<file path="src/rtl/i2c_wr_pkg.sv">
package i2c_wr_pkg;

    localparam int BYTE_W  = 8;
    localparam int ADDR_W  = 7;
    localparam int N_LINES = 2;
    localparam int LN_SCL  = 1;
    localparam int LN_SDA  = 0;

    typedef enum logic [2:0] {
        PH_IDLE,
        PH_DEVADDR,
        PH_REGSEL,
        PH_DATA,
        PH_SKIP
    } phase_e;

    typedef struct packed {
        logic start;
        logic stop;
        logic rise;
        logic fall;
        logic sda;
    } bus_ev_t;

endpackage

</file>
<file path="src/rtl/i2c_wr_sync.sv">
module i2c_wr_sync #(
    parameter int W = 2
) (
    input  logic         clk,
    input  logic         rst_n,
    input  logic [W-1:0] raw,
    output logic [W-1:0] lvl,
    output logic [W-1:0] prev
);

    typedef struct packed {
        logic [W-1:0] meta;
        logic [W-1:0] stab;
        logic [W-1:0] last;
    } sync_t;

    sync_t sync_d, sync_q;

    always_comb begin
        sync_d      = sync_q;
        sync_d.meta = raw;
        sync_d.stab = sync_q.meta;
        sync_d.last = sync_q.stab;
    end

    // Idle bus is high on both lines: reset to 1 so no false edge appears.
    always_ff @(posedge clk or negedge rst_n) begin
        if (!rst_n) begin
            sync_q <= '1;
        end else begin
            sync_q <= sync_d;
        end
    end

    for (genvar g = 0; g < W; g++) begin : g_line
        assign lvl[g]  = sync_q.stab[g];
        assign prev[g] = sync_q.last[g];
    end

endmodule

</file>
<file path="src/rtl/i2c_wr_cond.sv">
module i2c_wr_cond
    import i2c_wr_pkg::*;
(
    input  logic [N_LINES-1:0] lvl,
    input  logic [N_LINES-1:0] prev,
    output bus_ev_t            ev
);

    logic scl_now, scl_was, sda_now, sda_was, scl_held;

    always_comb begin
        scl_now  = lvl[LN_SCL];
        scl_was  = prev[LN_SCL];
        sda_now  = lvl[LN_SDA];
        sda_was  = prev[LN_SDA];
        scl_held = scl_now & scl_was;

        ev.start = scl_held & sda_was & ~sda_now;
        ev.stop  = scl_held & ~sda_was & sda_now;
        ev.rise  = scl_now & ~scl_was;
        ev.fall  = ~scl_now & scl_was;
        ev.sda   = sda_now;
    end

endmodule

</file>
<file path="src/rtl/i2c_wr_fsm.sv">
module i2c_wr_fsm
    import i2c_wr_pkg::*;
#(
    parameter logic [ADDR_W-1:0] DEV_ADDR = 7'b1110100,
    parameter int                NREG     = 16
) (
    input  logic                    clk,
    input  logic                    rst_n,
    input  bus_ev_t                 ev,
    output logic                    sda_oe,
    output logic                    wr_stb,
    output logic [$clog2(NREG)-1:0] wr_idx,
    output logic [BYTE_W-1:0]       wr_data
);

    localparam int                IW         = $clog2(NREG);
    localparam int                BCW        = $clog2(BYTE_W + 1);
    localparam logic [BCW-1:0]    BITS_FULL  = BCW'(BYTE_W);
    localparam logic [BYTE_W-1:0] ADDR_WRITE = {DEV_ADDR, 1'b0};

    typedef struct packed {
        phase_e            ph;
        logic [BCW-1:0]    bits;
        logic [BYTE_W-1:0] sh;
        logic              ack;
        logic              oe;
        logic [IW-1:0]     ptr;
        logic              stb;
        logic [IW-1:0]     widx;
        logic [BYTE_W-1:0] wdat;
    } fsm_t;

    fsm_t st_d, st_q;
    logic listening;

    always_comb begin
        listening = (st_q.ph == PH_DEVADDR) || (st_q.ph == PH_REGSEL) ||
                    (st_q.ph == PH_DATA);
        st_d      = st_q;
        st_d.stb  = 1'b0;

        if (ev.start) begin
            st_d.ph   = PH_DEVADDR;
            st_d.bits = '0;
            st_d.ack  = 1'b0;
            st_d.oe   = 1'b0;
        end else if (ev.stop) begin
            st_d.ph   = PH_IDLE;
            st_d.bits = '0;
            st_d.ack  = 1'b0;
            st_d.oe   = 1'b0;
        end else if (listening) begin
            if (st_q.ack) begin
                // ninth clock: hold SDA low until its falling edge
                if (ev.fall) begin
                    st_d.ack  = 1'b0;
                    st_d.oe   = 1'b0;
                    st_d.bits = '0;
                end
            end else if (ev.rise) begin
                st_d.sh   = {st_q.sh[BYTE_W-2:0], ev.sda};
                st_d.bits = st_q.bits + 1'b1;
            end else if (ev.fall && (st_q.bits == BITS_FULL)) begin
                st_d.bits = '0;
                unique case (st_q.ph)
                    PH_DEVADDR: begin
                        if (st_q.sh == ADDR_WRITE) begin
                            st_d.ack = 1'b1;
                            st_d.oe  = 1'b1;
                            st_d.ph  = PH_REGSEL;
                        end else begin
                            st_d.ph  = PH_SKIP;
                        end
                    end
                    PH_REGSEL: begin
                        st_d.ptr = st_q.sh[IW-1:0];
                        st_d.ack = 1'b1;
                        st_d.oe  = 1'b1;
                        st_d.ph  = PH_DATA;
                    end
                    PH_DATA: begin
                        st_d.stb  = 1'b1;
                        st_d.widx = st_q.ptr;
                        st_d.wdat = st_q.sh;
                        st_d.ptr  = st_q.ptr + 1'b1;
                        st_d.ack  = 1'b1;
                        st_d.oe   = 1'b1;
                    end
                    default: begin
                        st_d.ph = PH_SKIP;
                    end
                endcase
            end
        end
    end

    always_ff @(posedge clk or negedge rst_n) begin
        if (!rst_n) begin
            st_q <= '{ph: PH_IDLE, default: '0};
        end else begin
            st_q <= st_d;
        end
    end

    assign sda_oe  = st_q.oe;
    assign wr_stb  = st_q.stb;
    assign wr_idx  = st_q.widx;
    assign wr_data = st_q.wdat;

endmodule

</file>
<file path="src/rtl/i2c_wr_regs.sv">
module i2c_wr_regs #(
    parameter int NREG = 16,
    parameter int DW   = 8
) (
    input  logic                    clk,
    input  logic                    rst_n,
    input  logic                    we,
    input  logic [$clog2(NREG)-1:0] widx,
    input  logic [DW-1:0]           wdat,
    output logic [NREG*DW-1:0]      flat
);

    localparam int IW = $clog2(NREG);

    for (genvar g = 0; g < NREG; g++) begin : g_reg
        logic [DW-1:0] r_d, r_q;

        always_comb begin
            r_d = r_q;
            if (we && (widx == IW'(g))) begin
                r_d = wdat;
            end
        end

        always_ff @(posedge clk or negedge rst_n) begin
            if (!rst_n) begin
                r_q <= '0;
            end else begin
                r_q <= r_d;
            end
        end

        assign flat[g*DW +: DW] = r_q;
    end

endmodule

</file>
<file path="src/rtl/i2c_wr_target.sv">
module i2c_wr_target
    import i2c_wr_pkg::*;
#(
    parameter logic [ADDR_W-1:0] DEV_ADDR = 7'b1110100,
    parameter int                NREG     = 16
) (
    input  logic                    clk,
    input  logic                    rst_n,
    input  logic                    scl_in,
    input  logic                    sda_in,
    output logic                    sda_oe,
    output logic [NREG*BYTE_W-1:0]  regs_flat,
    output logic                    wr_stb,
    output logic [$clog2(NREG)-1:0] wr_idx,
    output logic [BYTE_W-1:0]       wr_data
);

    logic [N_LINES-1:0] raw_lines, lvl, prev;
    bus_ev_t            ev;
    logic               scl_s, start_det, stop_det;

    always_comb begin
        raw_lines         = '1;
        raw_lines[LN_SCL] = scl_in;
        raw_lines[LN_SDA] = sda_in;
    end

    i2c_wr_sync #(.W(N_LINES)) u_sync (
        .clk  (clk),
        .rst_n(rst_n),
        .raw  (raw_lines),
        .lvl  (lvl),
        .prev (prev)
    );

    i2c_wr_cond u_cond (
        .lvl (lvl),
        .prev(prev),
        .ev  (ev)
    );

    assign scl_s     = lvl[LN_SCL];
    assign start_det = ev.start;
    assign stop_det  = ev.stop;

    i2c_wr_fsm #(.DEV_ADDR(DEV_ADDR), .NREG(NREG)) u_fsm (
        .clk    (clk),
        .rst_n  (rst_n),
        .ev     (ev),
        .sda_oe (sda_oe),
        .wr_stb (wr_stb),
        .wr_idx (wr_idx),
        .wr_data(wr_data)
    );

    i2c_wr_regs #(.NREG(NREG), .DW(BYTE_W)) u_regs (
        .clk  (clk),
        .rst_n(rst_n),
        .we   (wr_stb),
        .widx (wr_idx),
        .wdat (wr_data),
        .flat (regs_flat)
    );

endmodule

</file>
<file path="config.mk">
export PLATFORM = sky130hd
export DESIGN_NAME = i2c_wr_target
export DESIGN_NICKNAME = d
export VERILOG_FILES = /design/src/rtl/i2c_wr_pkg.sv /design/src/rtl/i2c_wr_sync.sv /design/src/rtl/i2c_wr_cond.sv /design/src/rtl/i2c_wr_fsm.sv /design/src/rtl/i2c_wr_regs.sv /design/src/rtl/i2c_wr_target.sv
export SDC_FILE = /design/constraint.sdc
export NUM_CORES = 1
export LEC_CHECK = 0
export ABC_AREA = 1
export CAP_MARGIN = 10
export CORE_UTILIZATION = 62
export CTS_CLUSTER_DIAMETER = 150
export CTS_CLUSTER_SIZE = 20
export DETAILED_ROUTE_END_ITERATION = 8
export DONT_BUFFER_PORTS = 1
export HOLD_SLACK_MARGIN = 0.12
export PLACE_DENSITY = 0.78
export SLEW_MARGIN = 20
export SYNTH_ARGS = -nofsm -noshare
export SYNTH_HDL_FRONTEND = slang
export SYNTH_SLANG_ARGS = --single-unit
export TNS_END_PERCENT = 10
</file>
<file path="constraint.sdc">
create_clock -name clk -period 2.04 [get_ports clk]
set_input_delay 0.612 -clock clk [delete_from_list [all_inputs] [get_ports clk]]
set_output_delay 0.612 -clock clk [all_outputs]
set_load 0.005 [all_outputs]
</file>
==> impl_metrics.tcl <==
set metrics [dict create \
    outcome "finished with violations" \
    failed_checks "hold timing" \
    final_cell_mix "nand2_1 (195), dfrtp_1 (162), o21ai_0 (142), inv_1 (39), nor2_1 (30)" \
    rsz0062_at_grt "false" \
    worst_setup_path_end_kind "register" \
    clock-skew-final_ns 0.00564 \
    overflow 0 \
    hold_viol_final 162 \
    powerDensity_nw_per_um2 973 \
    syn-instance-count 665 \
    path_clk_slew_ns 0.06 \
    start_util_pct 64.9 \
    cts_max_path_buffers 2 \
    power_uw 6810 \
    core_region_area_um2 9950 \
    setup_violations 0 \
    antenna_found_initial 0 \
    post-dp-hpwl_mm 9.36 \
    syn-num-nets 672 \
    track_usage_pct 27.4 \
    use_met2_pct 44.1 \
    synth_compound_area_share_pct 12.7 \
    cellLeakagePower_uw 0.00325 \
    crit_end "u_fsm.wr_idx[1]" \
    cp_num_buf_inv 3 \
    maxSlewViolCount 0 \
    tritoncts "yes" \
    synth_xor_area_share_pct 0.543 \
    r2r_cells 10 \
    fin_util_pct 70.3 \
    dieArea_um2 10800 \
    io_pins 146 \
    cts_buffers 17 \
    synth_area_um2 6460 \
    period_needed_ns 1.74 \
    criticalPathCategory "reg2reg" \
    chipHeight_um 104 \
    worstPathArrival_ns 2.13 \
    grt_max_degree 169 \
    tns_ns 0 \
    clkSinkCount 168 \
    required_ns 2.44 \
    synth_top_family_by_area "simple AND/OR/NAND/NOR gates" \
    gp_congestion 0.842 \
    cp_max_fo 16 \
    synth_adder_area_share_pct 0.581 \
    global_route.usage.met1_pct 33.6 \
    synthTopCellsByArea "dfrtp_1 (63%), nand2_1 (11%), o21ai_0 (11%)" \
    fp.dieW_um 104 \
    crit_start "u_fsm.st_q[27]" \
    dr.pass1.iters 5 \
    clockRootBuffer "clkbuf_8" \
    top_usage_layer "met2" \
    hold_class "in2async" \
    route.vias.total 4525 \
    syn_avg_cell_area_um2 9.71 \
    startpoint_type "register" \
    crit_chain "inv_1 -> ha_1 -> nand3_1 -> nor2_1 -> nand2_1 -> inv_1 -> nand2_2 -> buf_4 -> nand2_1 -> o21ai_0" \
    crit_family "simple AND/OR/NAND/NOR gates" \
    ant_nets 0 \
    vdd_ir_drop_max_mv 0.549 \
    final_layout_size_suffix_gt1_share_pct 7.14 \
    yosysTopAreaCell "dfrtp_1" \
    max_freq_mhz 576 \
    postCtsSetupBuffers 0 \
    cap_violations 0 \
    htree_levels 4 \
    first_iter_violations 312 \
    synth_cell_type_count 24 \
    cpPeakStageDelay_ns 0.42 \
    synth_top_area_share_pct 62.8 \
    regToRegSetupSlack_ns 0.30 \
    relSlewSlack_pct 52.7 \
    worst-path-stages 10 \
    reg2reg_from "u_fsm.st_q[27]" \
    synth-seq-cells 168 \
    nets 655 \
    grt_pass1_vias 4221 \
    wl_mm 14.1 \
    reg2reg_to "u_fsm.wr_idx[1]" \
    n_antenna_cell 0 \
    timing.hold.ws_ns -0.221 \
    yosys.area_share.simple_pct 15.3 \
    remaining_drc_errors 0 \
    wl_per_cell_um 17.9 \
    finalCritPeriodShare_pct 85.1 \
    vias_per_cell 5.72 \
    tightestPinTransition_ns 0.709 \
    synth_mux_area_share_pct 0 \
    yosysWarnings 0 \
    gr-usage-met3_pct 9.96 \
    ys_seq_area_share_pct 65.2 \
    std_cell_rows 36 \
    placement.io_buffers 0 \
    final_common_cell "nand2_1" \
    clkLatencyLatePin_ns 0.53 \
    grt_pass1_wl_mm 22.7 \
    crit_slowest_cell "dfrtp_1" \
    hold_buffers 2 \
    areaGrowthSynthToFinish_pct 8.33 \
]
## cells by family (layout without fill, tap and decap cells)
group	after synthesis	in the layout
compound gates	164	164
xor+xnor	4	4
fa+ha+maj	3	3
buf+inv	80	73
flops	168	168
simple gates	246	246
## worst min path at each step
stage / slack, ns / cells after the start / endpoint
global route: -0.24 / 0 / u_regs.g_reg[6].r_q[0]
global placement: 0.32 / 0 / u_regs.g_reg[7].r_q[5]
finish: -0.22 / 0 / u_regs.g_reg[7].r_q[5]
CTS: -0.24 / 0 / u_regs.g_reg[6].r_q[7]
floorplan: 0.32 / 0 / u_fsm.sda_oe
detailed placement: 0.32 / 0 / u_regs.g_reg[7].r_q[5]
## worst reg2reg max path, delay by kind of cell, from the launching register on
| family | cells | cell delay [ns] |
|---|---|---|
| buf+inv | 3 | 0.41 |
| simple gates | 5 | 0.54 |
| fa+ha+maj | 1 | 0.14 |
| compound gates | 1 | 0.09 |
| flops | 1 | 0.42 |
## per-layer routing
layer / vias up / share of wire (%)
li1: 2098 / -
met1: 2236 / 39
met2: 164 / 50
met3: 27 / 9.1
met4: 0 / 1.9
met5: - / 0
## layout make-up
cell class	instances	area, um^2
Sequential cell	168	4210
Multi-Input combinational cell	417	1890
Clock buffer	21	449
Tap cell	133	166
Timing Repair Buffer	3	27.5
Inverter	41	154
Clock inverter	8	100
Fill cell	739	2960
## cell usage after synthesis (all sizes together)
| cell type | count |
|---|---|
| o211ai | 1 |
| nor3 | 4 |
| dfrtp | 162 |
| o21ai | 144 |
| ha | 3 |
| nand3 | 8 |
| inv | 41 |
| nand4 | 1 |
| buf | 20 |
| xnor2 | 1 |
| dfstp | 6 |
| nor2 | 33 |
| a21oi | 19 |
| clkbuf | 19 |
| nand2 | 198 |
| xor2 | 3 |
| or2 | 2 |
## repair_timing
item                       in CTS  in global routing
resized for setup               0                  1
hold endpoints to repair      170                168
setup endpoints to repair       0                  2
## power by group
part | switching (uW) | internal [uW] | total, uW
Clock | 1210 | 1780 | 2990
Combinational | 240 | 112 | 352
Sequential | 53.5 | 3410 | 3460
Total | 1500 | 5300 | 6810
## metrics by stage
stage          instance area, um^2  instances  worst slack (ns)
2_1_floorplan                 6460        665             0.539
3_3_place_gp                  6420        760             0.270
3_5_place_dp                  6420        760             0.197
4_1_cts                       6990        791             0.183
5_1_grt                       7000        791             0.133
6_report                      7000        791             0.304
## registers in the layout, indices dropped and copies added (netlist names)
signal and cells:
u_fsm.sda_oe 1, u_fsm.st_q 20, u_fsm.wr_data 8, u_fsm.wr_idx 4, u_fsm.wr_stb 1, u_regs.g.r_q 128, u_sync.lvl 2, u_sync.prev 2
u_sync.sync_d 2
No activity file was read; power rests on OpenSTA's default activity.
